<file path="src/rtl/clock_sel_pkg.sv">
package clock_sel_pkg;

  typedef enum logic {
    ST_IDLE  = 1'b0,
    ST_SWEEP = 1'b1
  } sweep_state_t;

  // Next ring position; the frame count is a power of two, so the index wraps naturally.
  function automatic logic [7:0] ring_next(input logic [7:0] idx, input int unsigned n);
    logic [7:0] r;
    r = (idx + 8'd1) & 8'(n - 1);
    return r;
  endfunction

endpackage

</file>
<file path="src/rtl/ref_bit_array.sv">
module ref_bit_array #(
  parameter int NUM_FRAMES = 16,
  localparam int IDX_W = $clog2(NUM_FRAMES)
) (
  input  logic             clk,
  input  logic             rst_n,
  input  logic             set_en,
  input  logic [IDX_W-1:0] set_idx,
  input  logic             clr_en,
  input  logic [IDX_W-1:0] clr_idx,
  input  logic [IDX_W-1:0] rd_idx,
  output logic             rd_bit
);

  logic [NUM_FRAMES-1:0] ref_q;
  logic                  set_hits_clr;

  assign set_hits_clr = set_en && clr_en && (set_idx == clr_idx);

  for (genvar g = 0; g < NUM_FRAMES; g++) begin : g_bit
    logic set_me, clr_me;
    assign set_me = set_en && (set_idx == IDX_W'(g));
    assign clr_me = clr_en && (clr_idx == IDX_W'(g));
    always_ff @(posedge clk) begin
      if (!rst_n)      ref_q[g] <= 1'b0;
      else if (set_me) ref_q[g] <= 1'b1;
      else if (clr_me) ref_q[g] <= 1'b0;
    end
  end

  assign rd_bit = ref_q[rd_idx];

  assert_set_R2: assert property (@(posedge clk) disable iff (!rst_n)
    set_en |=> ref_q[$past(set_idx)]);

  assert_clear_R4: assert property (@(posedge clk) disable iff (!rst_n)
    (clr_en && !set_hits_clr) |=> !ref_q[$past(clr_idx)]);

  assert_set_wins_R8: assert property (@(posedge clk) disable iff (!rst_n)
    set_hits_clr |=> ref_q[$past(clr_idx)]);

endmodule

</file>
<file path="src/rtl/hand_ctrl.sv">
module hand_ctrl
  import clock_sel_pkg::*;
#(
  parameter int NUM_FRAMES = 16,
  localparam int IDX_W = $clog2(NUM_FRAMES),
  localparam int CNT_W = IDX_W + 2
) (
  input  logic             clk,
  input  logic             rst_n,
  input  logic             repl_req,
  input  logic             cur_ref,
  output logic [IDX_W-1:0] hand,
  output logic             inspect,
  output logic             skip,
  output logic             found,
  output logic             busy,
  output logic             done,
  output logic [IDX_W-1:0] victim
);

  sweep_state_t     state_q;
  logic [IDX_W-1:0] hand_q, hand_nx;
  logic [CNT_W-1:0] sweep_cnt;
  logic             accept;

  assign hand_nx = IDX_W'(ring_next(8'(hand_q), NUM_FRAMES));
  assign accept  = (state_q == ST_IDLE) && repl_req;
  assign inspect = (state_q == ST_SWEEP);
  assign skip    = inspect && cur_ref;
  assign found   = inspect && !cur_ref;
  assign hand    = hand_q;
  assign busy    = inspect;

  always_ff @(posedge clk) begin
    if (!rst_n) begin
      state_q   <= ST_IDLE;
      hand_q    <= '0;
      done      <= 1'b0;
      victim    <= '0;
      sweep_cnt <= '0;
    end else begin
      done <= 1'b0;
      if (accept) begin
        state_q   <= ST_SWEEP;
        sweep_cnt <= '0;
      end else if (inspect) begin
        hand_q    <= hand_nx;
        sweep_cnt <= sweep_cnt + 1'b1;
        if (found) begin
          state_q <= ST_IDLE;
          victim  <= hand_q;
          done    <= 1'b1;
        end
      end
    end
  end

  assert_sweep_bound_R7: assert property (@(posedge clk) disable iff (!rst_n)
    inspect |-> (sweep_cnt <= CNT_W'(NUM_FRAMES)));

  assert_hold_busy_R10: assert property (@(posedge clk) disable iff (!rst_n)
    skip |=> busy);

  assert_one_frame_R4: assert property (@(posedge clk) disable iff (!rst_n)
    skip |=> (hand == IDX_W'(ring_next(8'($past(hand)), NUM_FRAMES))));

endmodule

</file>
<file path="src/rtl/clock_victim_sel.sv">
module clock_victim_sel #(
  parameter int NUM_FRAMES = 16,
  localparam int IDX_W = $clog2(NUM_FRAMES)
) (
  input  logic             clk,
  input  logic             rst_n,
  input  logic             acc_valid,
  input  logic [IDX_W-1:0] acc_frame,
  input  logic             repl_req,
  output logic             busy,
  output logic             done,
  output logic [IDX_W-1:0] victim
);

  logic [IDX_W-1:0] hand;
  logic             cur_ref, inspect, skip, found;

  ref_bit_array #(.NUM_FRAMES(NUM_FRAMES)) i_bits (
    .clk     (clk),
    .rst_n   (rst_n),
    .set_en  (acc_valid),
    .set_idx (acc_frame),
    .clr_en  (skip),
    .clr_idx (hand),
    .rd_idx  (hand),
    .rd_bit  (cur_ref)
  );

  hand_ctrl #(.NUM_FRAMES(NUM_FRAMES)) i_hand (
    .clk      (clk),
    .rst_n    (rst_n),
    .repl_req (repl_req),
    .cur_ref  (cur_ref),
    .hand     (hand),
    .inspect  (inspect),
    .skip     (skip),
    .found    (found),
    .busy     (busy),
    .done     (done),
    .victim   (victim)
  );

  assert_done_idle_R9: assert property (@(posedge clk) disable iff (!rst_n)
    done |-> !busy);

  assert_done_pulse_R5: assert property (@(posedge clk) disable iff (!rst_n)
    done |=> !done);

  assert_hand_after_R6: assert property (@(posedge clk) disable iff (!rst_n)
    done |-> (hand == IDX_W'(victim + 1'b1)));

  assert_found_clear_R5: assert property (@(posedge clk) disable iff (!rst_n)
    found |=> (done && victim == $past(hand)));

endmodule

</file>
<file path="config.mk">
export PLATFORM = sky130hd
export DESIGN_NAME = clock_victim_sel
export DESIGN_NICKNAME = d
export VERILOG_FILES = /design/src/rtl/clock_sel_pkg.sv /design/src/rtl/ref_bit_array.sv /design/src/rtl/hand_ctrl.sv /design/src/rtl/clock_victim_sel.sv
export SDC_FILE = /design/constraint.sdc
export NUM_CORES = 1
export LEC_CHECK = 0
export BUFFER_PORTS_ARGS = -buffer_cell sky130_fd_sc_hd__buf_2
export CAP_MARGIN = 15
export CORE_MARGIN = 1.5
export CORE_UTILIZATION = 46
export DETAILED_ROUTE_END_ITERATION = 10
export GPL_ROUTABILITY_DRIVEN = 0
export PLACE_DENSITY = 0.67
export RECOVER_POWER = 25
export SLEW_MARGIN = 10
export SYNTH_ARGS = -nofsm -noshare
export SYNTH_HDL_FRONTEND = slang
export SYNTH_SLANG_ARGS = --single-unit
</file>
<file path="constraint.sdc">
create_clock -name clk -period 1.9 [get_ports clk]
set_clock_uncertainty 0.15 [all_clocks]
set_input_delay 0 -clock clk [delete_from_list [all_inputs] [get_ports clk]]
set_output_delay 0 -clock clk [all_outputs]
set_load 0.02 [all_outputs]
</file>
==> impl_results.md, run 1 <==
* Hold crit path type: in -> reg
* Detailed placer's ending HPWL at 2290 um
* Clock Sinks at 26
* Overall power at 1.12 mW
* Max incr delay on CP at 650 ps
* Top-area cell type share of the netlist area at 37.3%
* Synth Net Count at 168
* Layout fillers at 280
* Leading cell type in the layout, fill and taps excluded: dfxtp_1
* Max-slew violation count at 0
* Ratio of cells with drive above 1 in the final layout at 17.2%
* Die ar. at 3370 um2
* Sw Ratio at 24.0%
* CP arrival at 1950 ps
* ANT cells at 0
* R2R Path Start: i_hand.hand[1]
* Register share of total power at 51.5%
* Utilization after layout at 59.9%
* Tmin final at 1850 ps
* Die Span Y at 58.0 um
* P&R area growth vs syn at 20.5%
* Initial Util at 49.7%
* Cell taking the most area after synthesis: dfxtp_1
* Drt pass-1 iters at 7
* Pwr/cell area at 668 nW/um2
* P_int at 0.853 mW
* Total grt overflow at 0
* Hold path startpoint: repl_req
* Via count at 1198
* Yosys cell types at 35
* Worst-case vdd ir drop at 0.000375 V
* WP data required at 2000 ps
* CP startpoint kind: input port
* Die extent in x at 58.0 um
* Failing checks: design-rule violations
* # nets final at 193
* Clk pin slew, worst setup/hold paths at 150 ps
* WS Path Type: in -> reg
* Final setup fails at 0
* Setup bufs post-CTS at 0
* Overall routing resource usage at 20.7%
* Max_slew headroom at 64.0%
* Final period util at 97.2%
* Routed length per instance at 15.2 um
* Clock share of power at 34.2%
* Wirelength, routed at 3210 um
* Post-Layout Inst Area at 1680 um2
* Synth top area cells: dfxtp_1, a21boi_0, nand2_1
* Pin count of the biggest net entering global routing at 30
* Post-route setup TNS at 0 ps
* Synth Register Bits at 26
* Drt via density at 5.68
* Vias in the first global route at 1172
* Slew @ Worst Pin at 540 ps
* Crit-path leading delay family: buffers and inverters
* Antenna viol nets, final at 0
* CP Launch Point: acc_frame[3]
* Post-synthesis sequential area ratio at 37.3%
* Crit. End Element: flop
* Most frequent cells in the layout: dfxtp_1, nand2_1, o21ai_0, a21boi_0, dlygate4sd3_1
* Psw at 0.269 mW
* CTS tree: yes
* Number of buffers created by CTS at 3
* H-tree depth at 1
* Placeable Area at 2810 um2
* CP cell instances: dlygate4sd3_1, buf_2, nor3b_1, dlygate4sd3_1, nand2_1, a21boi_0
* Initial antenna violation count at 0
* Final hold viol count at 0
* First DRT Iteration DRCs at 37
* Max Clk Rate at 541 MHz
* I/O Buffers at 13
* Dpl cell area at 1510 um2
* Crit path buffers/inverters at 3
* Cell mode on critical path: dlygate4sd3_1
* Max Buffers Root-to-Sink at 2
* Site Rows at 19
* Leak at 0.609 nW
* Io pins at 14
* Slowest cell on crit path: dlygate4sd3_1
* Cell area after synthesis at 1390 um2
* Syn Inst Count at 156
* Synthesized area per cell at 8.93 um2
* Max cap viols at 0
* Clk root buf: clkbuf_4
* Outcome: complete, but fails checks
* Clock insertion delay at the later pin of the skew report at 330 ps
* First-pass GRT wire length at 5300 um
* CP Max Fanout at 4
* Combinational share of power at 14.4%
* Ys Warns at 0
* DRC viols at 1
==> through the flow <==
| step | cells | worst slack [ps] | hold slack (ps) |
|---|---|---|---|
| after floorplan | 156 | 42.7 | 6.38 |
| after global placement | 197 | 23.5 | 102 |
| after detailed placement | 197 | -30.6 | 119 |
| after CTS | 211 | 12.1 | 308 |
| after global routing | 211 | -17.3 | 323 |
| final | 211 | 52.4 | 303 |
==> cell type report <==
cell class | count | area, um2 | area share (%)
Clock buffer | 3 | 22.5 | 1.34
Clock inverter | 1 | 30.0 | 1.79
Multi-Input combinational cell | 114 | 833 | 49.6
Tap cell | 31 | 38.8 | 2.31
Timing Repair Buffer | 30 | 206 | 12.3
Inverter | 6 | 22.5 | 1.34
Sequential cell | 26 | 526 | 31.3
==> power by group through the flow <==
stage / logic [mW] / registers, mW / clock network, mW
global placement: 0.140 / 0.588 / 0
CTS: 0.158 / 0.577 / 0.389
finish: 0.161 / 0.578 / 0.383
floorplan: 0.0976 / 0.588 / 0
global route: 0.176 / 0.580 / 0.416
detailed placement: 0.144 / 0.589 / 0
==> state kept, by name, indices dropped and copies added (netlist names) <==
| signal | cells |
|---|---|
| i_hand.done | 1 |
| i_hand.victim | 4 |
| i_bits.ref_q | 16 |
| i_hand.hand | 4 |
| i_hand.busy | 1 |
==> cells in the mapped netlist <==
library cell / instances
mux2_1: 1
nor3b_1: 3
nor2b_1: 4
o22ai_2: 1
nand3_1: 5
o21ai_0: 13
nor2_1: 4
a41oi_1: 4
o22a_1: 1
nand2_1: 23
ha_1: 4
nor3_1: 1
or2_2: 1
xor2_1: 1
mux4_2: 3
o21a_1: 4
dfxtp_1: 26
buf_2: 2
a211oi_1: 1
o32a_2: 1
clkbuf_1: 8
inv_1: 6
o22ai_1: 1
or3_1: 1
a21boi_0: 12
xnor2_1: 2
a21boi_1: 1
mux2i_1: 8
nand3b_1: 3
and2_1: 3
nand2b_1: 2
and3_1: 1
nand4_1: 1
o211a_1: 1
mux2_2: 3
==> worst register-to-register path: cells and delay by family (launching register included) <==
family | cells | cell delay [ps]
multiplexers | 3 | 950
flip-flops | 1 | 410
AO/OA/AOI/OAI | 1 | 230
==> final timing paths <==
check	depth (start not counted)	to	slack, ps
max	6	i_bits.ref_q[0]	50
min	3	i_hand.busy	300
max reg2reg	4	i_hand.victim[1]	60
min reg2reg	2	i_hand.victim[3]	320
==> repair_timing <==
action	in CTS	in global routing
setup endpoints to repair	5	5
gates cloned	0	0
resized for setup	1	6
hold buffers	10	0
hold endpoints to repair	20	0
pin swaps	0	1
==> layer usage <==
metal  wire [um]  share of wire (%)  GRT usage (%)
met1        1460                 46           25.4
met2        1590                 49           36.2
met3          72                2.2           2.01
met4          89                2.8           9.63
met5           0                  0              0
==> kinds of logic (layout without fill, tap and decap cells) <==
family | Yosys count | in the layout | share of synthesized area [%]
simple gates | 52 | 52 | 18.5
compound gates | 40 | 40 | 20.4
flops | 26 | 26 | 37.3
buf+inv | 16 | 40 | 4.49
mux | 15 | 15 | 13.8
fa+ha+maj | 4 | 4 | 3.59
xor+xnor | 3 | 3 | 1.89
(Power assumes the default switching activity.)
==> inputs of run 2 (changes only) <==
--- a/config.mk
+++ b/config.mk
@@ -5,6 +5,7 @@
 export SDC_FILE = /design/constraint.sdc
 export NUM_CORES = 1
 export LEC_CHECK = 0
+export ABC_AREA = 1
 export BUFFER_PORTS_ARGS = -buffer_cell sky130_fd_sc_hd__buf_2
 export CAP_MARGIN = 15
 export CORE_MARGIN = 1.5
==> run 2 against run 1 <==
The run now ends clean. Largest cell class unchanged. Die area down 4.1%. Largest power group unchanged. First-iteration DRC count up 120%. Via count up 9.1%. Combinational power up 17%. Maximum frequency up 4.8%. Sequential cell count unchanged. Clock power down 27%. Highest routed layer unchanged.
==> impl_results.md, run 2 <==
* Flop2flop setup slack at 150 ps (+90 ps)
* Setup bufs post-CTS at 0 (unchanged)
* Initial antenna violation count at 0 (unchanged)
* Cell taking the most area after synthesis: dfxtp_1
* Number of buffers created by CTS at 3 (unchanged)
* Max cap viols at 0 (unchanged)
* First-pass GRT wire length at 5400 um (+1.8%)
* R2R Path Start: i_hand.busy
* Crit. End Element: flop
* CP startpoint kind: input port
* Slew @ Worst Pin at 520 ps (-19.8 ps)
* R2r worst-path depth at 4 (unchanged)
* Die Span Y at 56.8 um (-2.1%)
* Overall power at 1.05 mW (-6.2%)
* Wirelength, routed at 3250 um (+1.5%)
* Worst-case vdd ir drop at 0.000405 V (+7.8%)
* EDFF count, synth at 0 (unchanged)
* Total grt overflow at 0 (unchanged)
* WP data required at 2000 ps (about the same)
* Post-synthesis sequential area ratio at 39.0% (+1.7 points)
* DRC viols at 0 (-1)
* Async S/R FF share, synth at 0% (unchanged)
* Outcome: completed
* Clk pin slew, worst setup/hold paths at 140 ps (about the same)
* Synth Register Bits at 26 (unchanged)
* Synth Flop Type: dfxtp_1
* Crit path buffers/inverters at 3 (unchanged)
* Synthesized area per cell at 6.98 um2 (-22%)
* Clock Sinks at 26 (unchanged)
* CTS tree: yes
* Pin count of the biggest net entering global routing at 20 (-33%)
* Reg2reg end: i_hand.busy
* Cell mode on critical path: dlygate4sd3_1
* Hold Path Depth at 2 (-1)
* Crit-path leading delay family: buffers and inverters
* Count leader, synth: nand2_1
* First DRT Iteration DRCs at 80 (+120%)
* Synth Net Count at 203 (+21%)
* Tmin final at 1760 ps (-84.3 ps)
* Drt pass-1 iters at 4 (-3)
* CP Max Fanout at 11 (+7)
* P&R area growth vs syn at 17.7%
* Ys Warns at 0 (unchanged)
* Routed length per instance at 13.1 um (-14%)
* Max incr delay on CP at 570 ps (-80 ps)
* Antenna viol nets, final at 0 (unchanged)
* Clk root buf: clkbuf_4
* Die ar. at 3230 um2 (-4.1%)
* CTS-repair resized insts at 0 (-1)
* Hold path endpoint: i_hand.victim[3]
* Pwr/cell area at 670 nW/um2 (+0.29%)
* Overall routing resource usage at 21.0% (+0.35 points)
* CP arrival at 1860 ps (-90 ps)
* Detailed placer's ending HPWL at 2320 um (+1.3%)
* ANT cells at 0 (unchanged)
* H-tree depth at 1 (unchanged)
* Via count at 1307 (+9.1%)
* Io pins at 14 (unchanged)
* Final hold viol count at 0 (unchanged)
* Most frequent cells in the layout: nand2_1, dfxtp_1, inv_1, nand3_1, a21oi_1
* Max reg flops at 16 (unchanged)
* Vias in the first global route at 1261 (+7.6%)
* Leak at 0.664 nW (+9.0%)
* Final setup fails at 0 (unchanged)
* Cell area after synthesis at 1330 um2 (-4.3%)
* Max-slew violation count at 0 (unchanged)
* Leading cell type in the layout, fill and taps excluded: nand2_1
* Slowest cell on crit path: dlygate4sd3_1
* Largest Register: i_bits.ref_q
* Clock insertion delay at the later pin of the skew report at 320 ps (about the same)
* I/O Buffers at 13 (unchanged)
* Placeable Area at 2760 um2 (-1.7%)
* Top-area cell type share of the netlist area at 39.0% (+1.7 points)
* Die extent in x at 56.8 um (-2.1%)
* Max_slew headroom at 65.1% (+1.1 points)
* Syn Inst Count at 191 (+22%)
* Ratio of cells with drive above 1 in the final layout at 11.1% (-6.2 points)
* Max Clk Rate at 567 MHz (+4.8%)
* WS Path Type: in -> reg
* Hold path startpoint: i_hand.victim[3]
* WHS at 323 ps (+20.8 ps)
* CP cell instances: dlygate4sd3_1, buf_2, nand2_1, nor2_1, nand3_1, dlygate4sd3_1, a21oi_1
* Yosys cell types at 21 (-40%)
* Synth top area cells: dfxtp_1, nand2_1, nand3_1
* Drt via density at 5.27 (-7.2%)
* Max Buffers Root-to-Sink at 2 (unchanged)
* # nets final at 230 (+19%)
* Initial Util at 48.4% (-1.3 points)
* RSZ-0062 raised after global routing: no
* Site Rows at 19 (unchanged)
* Hold crit path type: reg -> reg
* Synth top cells by count: nand2_1, dfxtp_1, inv_1
* Final period util at 92.8% (-4.4 points)
* Post-route setup TNS at 0 ps (unchanged)
* CTS Hold Bufs at 12 (+2)
-- run 2: cell count changes in the layout (fill, tap and decap cells not counted), sizes merged, moves of 5 or more --
cell / delta
inv: +20
a21boi: -13
nand2: +23
mux2i: -8
a21oi: +21
nor2: +12
nand3: +16
o21ai: +5
-- run 2: metal layers --
metal	share of wire [%]	GRT usage [%]
met5	0	0
met3	4.6	2.76
met1	47	27.2
met2	47	35.2
met4	1.7	8.31
-- run 2: how the worst max path moves through the flow --
stage                        start          endpoint  slack [ps]  cells past startpoint
floorplan           i_hand.hand[0]  i_hand.victim[0]         450                     10
global placement    i_hand.hand[1]  i_hand.victim[2]         230                      9
detailed placement  i_hand.hand[1]  i_hand.victim[2]         220                      9
CTS                    i_hand.busy       i_hand.busy         180                      4
global route             acc_valid  i_bits.ref_q[14]          40                      7
finish                   acc_valid  i_bits.ref_q[14]         140                      7
-- run 2: final cells by class --
| class | count | area [um2] |
|---|---|---|
| timing repair buffer | 27 | 190 |
| fill | 274 | 1190 |
| clock buffer | 4 | 36.3 |
| multi-input combinational | 133 | 683 |
| sequential | 26 | 520 |
| tap | 31 | 38.8 |
| inverter | 27 | 101 |
-- run 2: where the power goes --
| group | switching, mW | internal, mW |
|---|---|---|
| clock | 0.163 | 0.117 |
| combinational | 0.118 | 0.0701 |
| sequential | 0.0208 | 0.563 |
-- run 2: logic make-up after synthesis --
logic type      after synthesis  synth area share (%)
compound gates               39                  14.9
fa+ha+maj                     4                  3.75
buf+inv                      32                  9.76
flops                        26                  39.0
simple gates                 90                  32.6
-- run 2: metrics by stage --
step / setup slack [ps] / cell area [um2] / util (%) / instances
global placement: 233 / 1420 / 51.6 / 232
finish: 137 / 1570 / 56.9 / 248
detailed placement: 215 / 1420 / 51.6 / 232
CTS: 177 / 1580 / 57.3 / 248
floorplan: 454 / 1330 / - / 191
global route: 41.0 / 1570 / 56.9 / 248
-- run 2: worst reg2reg max path: cells and delay by family, from the launching register on --
| kind | cells | cell delay (ps) |
|---|---|---|
| AOI/OAI and AO/OA | 2 | 200 |
| buffers and inverters | 2 | 800 |
| DFF | 1 | 550 |
